$ cat config.mk
export PLATFORM = sky130hd
export DESIGN_NAME = video_pos_tracker
export DESIGN_NICKNAME = d
export VERILOG_FILES = /design/src/rtl/vpt_pkg.sv /design/src/rtl/vpt_pixel_counter.sv /design/src/rtl/vpt_line_counter.sv /design/src/rtl/vpt_window_writer.sv /design/src/rtl/video_pos_tracker.sv
export SDC_FILE = /design/constraint.sdc
export NUM_CORES = 1
export LEC_CHECK = 0
export ABC_AREA = 1
export BUFFER_PORTS_ARGS = -buffer_cell sky130_fd_sc_hd__buf_2
export CAP_MARGIN = 25
export CORE_MARGIN = 3
export CORE_UTILIZATION = 45
export CTS_BUF_LIST = sky130_fd_sc_hd__clkbuf_8
export DETAILED_ROUTE_END_ITERATION = 10
export PLACE_DENSITY = 0.69
export SKIP_LAST_GASP = 1
export SLEW_MARGIN = 30
export SYNTH_ARGS = -nofsm -noshare
export SYNTH_HDL_FRONTEND = slang
export SYNTH_SLANG_ARGS = --single-unit
$ cat constraint.sdc
create_clock -name clk -period 5.7 [get_ports clk]
set_clock_uncertainty 0.15 [all_clocks]
set_input_delay 1.14 -clock clk [delete_from_list [all_inputs] [get_ports clk]]
set_output_delay 1.14 -clock clk [all_outputs]
set_load 0.01 [all_outputs]
$ cat src/rtl/vpt_pkg.sv
package vpt_pkg;
  typedef enum logic [1:0] {
    RGN_PRE_ODD  = 2'b00,
    RGN_ODD      = 2'b01,
    RGN_PRE_EVEN = 2'b10,
    RGN_EVEN     = 2'b11
  } region_e;
endpackage

$ cat src/rtl/vpt_pixel_counter.sv
module vpt_pixel_counter #(
  parameter int PIX_BITS = 10
) (
  input  logic                clk,
  input  logic                rst,
  input  logic                sol,
  input  logic                dv,
  output logic [PIX_BITS-1:0] pix
);
  localparam logic [PIX_BITS-1:0] PIX_MAX = '1;

  always_ff @(posedge clk) begin
    if (rst)                       pix <= '0;
    else if (sol)                  pix <= '0;
    else if (dv && pix != PIX_MAX) pix <= pix + 1'b1;
  end

  assert_col_clear_R1: assert property (@(posedge clk) disable iff (rst)
    sol |=> pix == '0);
  assert_col_step_R2: assert property (@(posedge clk) disable iff (rst)
    (dv && !sol && pix != PIX_MAX) |=> pix == $past(pix) + 1'b1);
  assert_col_saturate_R7: assert property (@(posedge clk) disable iff (rst)
    (pix == PIX_MAX && !sol) |=> pix == PIX_MAX);
endmodule

$ cat src/rtl/vpt_line_counter.sv
module vpt_line_counter #(
  parameter int LINE_BITS = 9
) (
  input  logic                 clk,
  input  logic                 rst,
  input  logic                 sol,
  input  vpt_pkg::region_e     region,
  output logic [LINE_BITS-1:0] line
);
  import vpt_pkg::*;
  localparam logic [LINE_BITS-1:0] LINE_MAX = '1;

  always_ff @(posedge clk) begin
    if (rst) line <= '0;
    else if (sol) begin
      if (region == RGN_PRE_ODD)                      line <= '0;
      else if (region == RGN_ODD && line != LINE_MAX) line <= line + 1'b1;
    end
  end

  assert_line_rewind_R3: assert property (@(posedge clk) disable iff (rst)
    (sol && region == RGN_PRE_ODD) |=> line == '0);
  assert_line_step_R4: assert property (@(posedge clk) disable iff (rst)
    (sol && region == RGN_ODD && line != LINE_MAX) |=> line == $past(line) + 1'b1);
  assert_line_hold_R4: assert property (@(posedge clk) disable iff (rst)
    (!sol || region == RGN_PRE_EVEN || region == RGN_EVEN) |=> $stable(line));
  assert_line_saturate_R7: assert property (@(posedge clk) disable iff (rst)
    (line == LINE_MAX && !(sol && region == RGN_PRE_ODD)) |=> line == LINE_MAX);
endmodule

$ cat src/rtl/vpt_window_writer.sv
module vpt_window_writer #(
  parameter int ACT_W      = 240,
  parameter int ACT_H      = 240,
  parameter int COL0       = 40,
  parameter int LINE0      = 20,
  parameter int PIX_BITS   = 10,
  parameter int LINE_BITS  = 9,
  parameter int LUMA_BITS  = 8,
  parameter int COLOR_BITS = 24,
  parameter bit COLOR_EN   = 1'b1,
  localparam int ADDR_BITS = $clog2(ACT_W * ACT_H)
) (
  input  logic                  clk,
  input  logic                  rst,
  input  logic                  sol,
  input  logic                  dv,
  input  vpt_pkg::region_e      region,
  input  logic [PIX_BITS-1:0]   pix,
  input  logic [LINE_BITS-1:0]  line,
  input  logic [LUMA_BITS-1:0]  luma,
  input  logic [COLOR_BITS-1:0] rgb,
  output logic                  wr_en,
  output logic [ADDR_BITS-1:0]  wr_addr,
  output logic [LUMA_BITS-1:0]  wr_data,
  output logic                  cwr_en,
  output logic [ADDR_BITS-1:0]  cwr_addr,
  output logic [COLOR_BITS-1:0] cwr_data,
  output logic                  frame_done
);
  import vpt_pkg::*;

  localparam logic [PIX_BITS:0]    COL_LO    = (PIX_BITS+1)'(COL0);
  localparam logic [PIX_BITS:0]    COL_HI    = (PIX_BITS+1)'(COL0 + ACT_W);
  localparam logic [LINE_BITS:0]   ROW_LO    = (LINE_BITS+1)'(LINE0);
  localparam logic [LINE_BITS:0]   ROW_HI    = (LINE_BITS+1)'(LINE0 + ACT_H);
  localparam logic [ADDR_BITS-1:0] W_A       = ADDR_BITS'(ACT_W);
  localparam logic [ADDR_BITS-1:0] LAST_ADDR = ADDR_BITS'(ACT_W * ACT_H - 1);

  logic [PIX_BITS:0]    col_x;
  logic [LINE_BITS:0]   row_x;
  logic                 col_ok, row_ok, hit;
  logic [ADDR_BITS-1:0] col_a, row_a, addr_next;

  always_comb begin
    col_x     = {1'b0, pix};
    row_x     = {1'b0, line};
    col_ok    = (col_x >= COL_LO) && (col_x < COL_HI);
    row_ok    = (row_x >= ROW_LO) && (row_x < ROW_HI);
    hit       = dv && !sol && (region == RGN_ODD) && col_ok && row_ok;
    col_a     = ADDR_BITS'(col_x - COL_LO);
    row_a     = ADDR_BITS'(row_x - ROW_LO);
    addr_next = ADDR_BITS'(row_a * W_A) + col_a;
  end

  always_ff @(posedge clk) begin
    if (rst) begin
      wr_en      <= 1'b0;
      frame_done <= 1'b0;
    end else begin
      wr_en      <= hit;
      frame_done <= wr_en && (wr_addr == LAST_ADDR);
    end
  end

  always_ff @(posedge clk) begin
    if (hit) begin
      wr_addr <= addr_next;
      wr_data <= luma;
    end
  end

  generate
    if (COLOR_EN) begin : g_color
      always_ff @(posedge clk) begin
        if (rst) cwr_en <= 1'b0;
        else     cwr_en <= hit;
      end
      always_ff @(posedge clk) begin
        if (hit) begin
          cwr_addr <= addr_next;
          cwr_data <= rgb;
        end
      end
      assert_color_follows_R9: assert property (@(posedge clk) disable iff (rst)
        hit |=> cwr_en && cwr_data == $past(rgb));
    end else begin : g_no_color
      logic unused_rgb;
      assign unused_rgb = ^rgb;
      assign cwr_en     = 1'b0;
      assign cwr_addr   = '0;
      assign cwr_data   = '0;
    end
  endgenerate

  assert_addr_in_range_R6: assert property (@(posedge clk) disable iff (rst)
    wr_en |-> wr_addr <= LAST_ADDR);
  assert_no_write_outside_odd_R5: assert property (@(posedge clk) disable iff (rst)
    (!dv || sol || region != RGN_ODD) |=> !wr_en);
  assert_done_after_last_R8: assert property (@(posedge clk) disable iff (rst)
    frame_done |-> $past(wr_en) && $past(wr_addr) == LAST_ADDR);
  assert_quiet_after_reset_R10: assert property (@(posedge clk)
    $past(rst) |-> !wr_en && !frame_done && !cwr_en);
endmodule

$ cat src/rtl/video_pos_tracker.sv
module video_pos_tracker #(
  parameter int ACT_W      = 240,
  parameter int ACT_H      = 240,
  parameter int COL0       = 40,
  parameter int LINE0      = 20,
  parameter int PIX_BITS   = 10,
  parameter int LINE_BITS  = 9,
  parameter int LUMA_BITS  = 8,
  parameter int COLOR_BITS = 24,
  parameter bit COLOR_EN   = 1'b1,
  localparam int ADDR_BITS = $clog2(ACT_W * ACT_H)
) (
  input  logic                  clk,
  input  logic                  rst,
  input  logic                  sol,
  input  logic                  dv,
  input  logic [1:0]            region,
  input  logic [LUMA_BITS-1:0]  luma,
  input  logic [COLOR_BITS-1:0] rgb,
  output logic                  wr_en,
  output logic [ADDR_BITS-1:0]  wr_addr,
  output logic [LUMA_BITS-1:0]  wr_data,
  output logic                  cwr_en,
  output logic [ADDR_BITS-1:0]  cwr_addr,
  output logic [COLOR_BITS-1:0] cwr_data,
  output logic                  frame_done
);
  vpt_pkg::region_e     rgn;
  logic [PIX_BITS-1:0]  pix;
  logic [LINE_BITS-1:0] line;

  assign rgn = vpt_pkg::region_e'(region);

  vpt_pixel_counter #(.PIX_BITS(PIX_BITS)) u_pix (
    .clk(clk), .rst(rst), .sol(sol), .dv(dv), .pix(pix)
  );

  vpt_line_counter #(.LINE_BITS(LINE_BITS)) u_line (
    .clk(clk), .rst(rst), .sol(sol), .region(rgn), .line(line)
  );

  vpt_window_writer #(
    .ACT_W(ACT_W), .ACT_H(ACT_H), .COL0(COL0), .LINE0(LINE0),
    .PIX_BITS(PIX_BITS), .LINE_BITS(LINE_BITS),
    .LUMA_BITS(LUMA_BITS), .COLOR_BITS(COLOR_BITS), .COLOR_EN(COLOR_EN)
  ) u_win (
    .clk(clk), .rst(rst), .sol(sol), .dv(dv), .region(rgn),
    .pix(pix), .line(line), .luma(luma), .rgb(rgb),
    .wr_en(wr_en), .wr_addr(wr_addr), .wr_data(wr_data),
    .cwr_en(cwr_en), .cwr_addr(cwr_addr), .cwr_data(cwr_data),
    .frame_done(frame_done)
  );
endmodule

==> impl_metrics.env <==
export IMPL_crit_path_max_incr_delay_ps=520
export IMPL_drtIter0Drc=123
export IMPL_syn_inst=480
export IMPL_path_clk_slew_ps=80
export IMPL_fillers=856
export IMPL_core_um2=9415
export IMPL_antenna_found_initial=0
export IMPL_finalCritPeriodShare_pct=84.79
export IMPL_firstDrtPassIters=4
export IMPL_grt_pass1_wl_um=15590
export IMPL_avgSynthCellArea_um2=9.280
export IMPL_grt_pass1_vias=3423
export IMPL_drv_cap=0
export IMPL_cp_required_ps=5650
export IMPL_tightestPinTransition_ps=639.9
export IMPL_io_buffers=104
export IMPL_die_h_um=105.5
export IMPL_holdWs_ps=339.2
export IMPL_grt_usage_pct=17.22
export IMPL_ys_warn_count=0
export IMPL_tns_ps=0
export IMPL_power_frac_clock_pct=37.1
export IMPL_fin_nets=665
export IMPL_ctsHoldBuffers=0
export IMPL_htreeDepth=3
export IMPL_hp_class="flop to flop"
export IMPL_synthDistinctLibCells=38
export IMPL_cts_setup_buffers=0
export IMPL_multiInputGateArea_um2=2147
export IMPL_clkLatencyLatePin_ps=340
export IMPL_seq_area_um2=1862
export IMPL_ir_drop_v=0.0001037
export IMPL_viasPerCell=4.927
export IMPL_powerDensity_nw_per_um2=193.8
export IMPL_setup_viol=0
export IMPL_synth_top_area_share_pct=32.36
export IMPL_grt_max_degree=49
export IMPL_cts_tree="done"
export IMPL_synth_edff_count=48
export IMPL_power_frac_seq_pct=53.5
export IMPL_p_int_w=0.0007466
export IMPL_synth_seq_area_share_pct=41.80
export IMPL_num_antenna_cells=0
export IMPL_cts_num_sinks=69
export IMPL_syn_area_um2=4454
export IMPL_post_route_min_period_ps=4833
export IMPL_rsz0062_at_grt="false"
export IMPL_routabilityCongestion=0.8857
export IMPL_start_kind="flop"
export IMPL_end_kind="flop"
export IMPL_arrival_ps=4780
export IMPL_syn_to_final_growth_pct=16.97
export IMPL_p_switching_w=0.0002629
export IMPL_synth_seq_cells=69
export IMPL_synth_top_area_cell="edfxtp_1"
export IMPL_vias=3513
export IMPL_worst_path_max_fanout=6
export IMPL_synthArstFlopShare_pct=0
export IMPL_avgRoutedWirePerCell_um=13.13
export IMPL_rows=35
export IMPL_final_cell_mix="buf_2 (104), inv_1 (78), nand2_1 (62)"
export IMPL_reg2reg_from="u_line.line[2]$_SDFFE_PP0P_"
export IMPL_p_leak_nw=2.389
export IMPL_cts_root_buf="clkbuf_8"
export IMPL_synth_ff_type="edfxtp_1"
export IMPL_startpoint="u_line.line[2]$_SDFFE_PP0P_"
export IMPL_drc=0
export IMPL_hpwl_um=7645
export IMPL_hold_viol=0
export IMPL_p_comb_share_pct=9.4
export IMPL_dp_cells=697
export IMPL_critPathKind="flop to flop"
export IMPL_synthesis_nets=566
export IMPL_start_util_pct=47.31
export IMPL_drive_above_1_share_pct=26.03
export IMPL_finalNonFillerCells=713
export IMPL_cts_made_buffers=9
export IMPL_drt_antenna_violating_nets=0
export IMPL_dieArea_um2=11130
export IMPL_worst_path_max_delay_cell="fa_1"
export IMPL_top_level_ports=105
export IMPL_postCtsResizedCells=0
export IMPL_grt_ovfl_total=0
export IMPL_dieWidth_um=105.5
export IMPL_status="finished clean"
export IMPL_worstHoldStart="u_pix.pix[1]$_SDFFE_PP0P_"
export IMPL_slew_violations=0
export IMPL_relSlewSlack_pct=57.19
export IMPL_cts_max_path_buffers=2
export IMPL_wirelength_um=9362
export IMPL_fmax_mhz=206.9
export IMPL_synth_top_cells_by_area="edfxtp_1 (32%), ha_1 (10%), dfxtp_1 (9.4%), inv_1 (6.6%), fa_1 (5.4%)"
export IMPL_layout_commonest_cell="buf_2"
export IMPL_swShare_pct=26.04
[metrics by stage]
stage	cell area (um^2)	worst slack, ps	utilization [%]	total power (W)
6_report	5210	866.9	55.34	0.001010
2_1_floorplan	4454	1245	-	0.0006165
3_3_place_gp	5024	1066	53.36	0.0006430
3_5_place_dp	5024	884.6	53.36	0.0006454
5_1_grt	5210	450.0	55.34	0.001057
4_1_cts	5210	869.0	55.34	0.001023
[synthesized netlist by cell type (2+ instances only)]
cell type	count
xnor2_1	13
nand2_2	8
a21oi_1	28
dfxtp_1	21
o211ai_1	2
nand3_2	3
inv_2	7
a21o_1	4
edfxtp_1	48
nor3_1	12
o21ai_0	18
buf_4	17
nor4_1	4
nand2_4	5
nand3_1	30
nor2_1	31
fa_1	12
nand4_1	6
inv_1	78
nand2_1	62
a31oi_1	2
ha_1	36
xor2_1	18
[registers in the layout, indices dropped and copies added, names as in the netlist]
register          cells
u_win.wr_addr        16
u_line.line           9
u_win.wr_data         8
u_pix.pix            10
u_win.frame_done      1
u_win.cwr_data       24
u_win.wr_en           1
[logic make-up (layout without fill, tap and decap cells)]
logic type      Yosys count  in the layout  synth area share [%]
buf+inv                 103            207                 10.17
flops                    69             69                 41.80
simple gates            166            166                 18.12
xor+xnor                 32             32                 6.461
fa+ha+maj                48             48                 15.51
compound gates           62             62                 7.950
[worst max-delay path, delay by kind of cell (launching register included)]
| kind | cells | cell delay (ps) |
|---|---|---|
| AO/OA/AOI/OAI | 4 | 650 |
| buffers and inverters | 6 | 460 |
| AND/OR/NAND/NOR | 10 | 800 |
| flip-flops | 1 | 470 |
| XOR/XNOR | 2 | 330 |
| adder cells (fa/ha/maj) | 5 | 1720 |
[layout make-up]
| class | count | area share [%] |
|---|---|---|
| timing repair buffer | 105 | 10.13 |
| inverter | 86 | 6.244 |
| tap | 129 | 3.098 |
| sequential | 69 | 35.73 |
| multi-input combinational | 308 | 41.21 |
| clock inverter | 7 | 1.201 |
| clock buffer | 9 | 2.378 |
[path summary, 6_finish.rpt]
kind	to	slack [ps]	cells past startpoint
worst min register to register	u_win.wr_addr[1]$_DFFE_PP_	340	0
worst max-delay path	u_win.wr_addr[15]$_DFFE_PP_	870	27
worst min-delay path	u_win.wr_addr[1]$_DFFE_PP_	340	0
worst max register to register	u_win.wr_addr[15]$_DFFE_PP_	870	27
[power groups by stage]
stage | logic [W] | clock network, W | registers (W)
final | 0.0000945 | 0.000375 | 0.000540
after detailed placement | 0.0000937 | 0 | 0.000552
after global placement | 0.0000914 | 0 | 0.000552
after CTS | 0.0000950 | 0.000388 | 0.000540
after floorplan | 0.0000654 | 0 | 0.000551
after global routing | 0.000110 | 0.000407 | 0.000540
[per-layer routing]
metal	vias up	share of wire (%)	wire, um	global-route usage (%)
met2	111	49	4591	30.56
met3	10	5.4	504	3.184
met1	1619	44	4140	21.19
li1	1773	-	-	-
met5	-	0	0	0
met4	0	1.3	126	5.365
No activity file was read; power rests on OpenSTA's default activity.
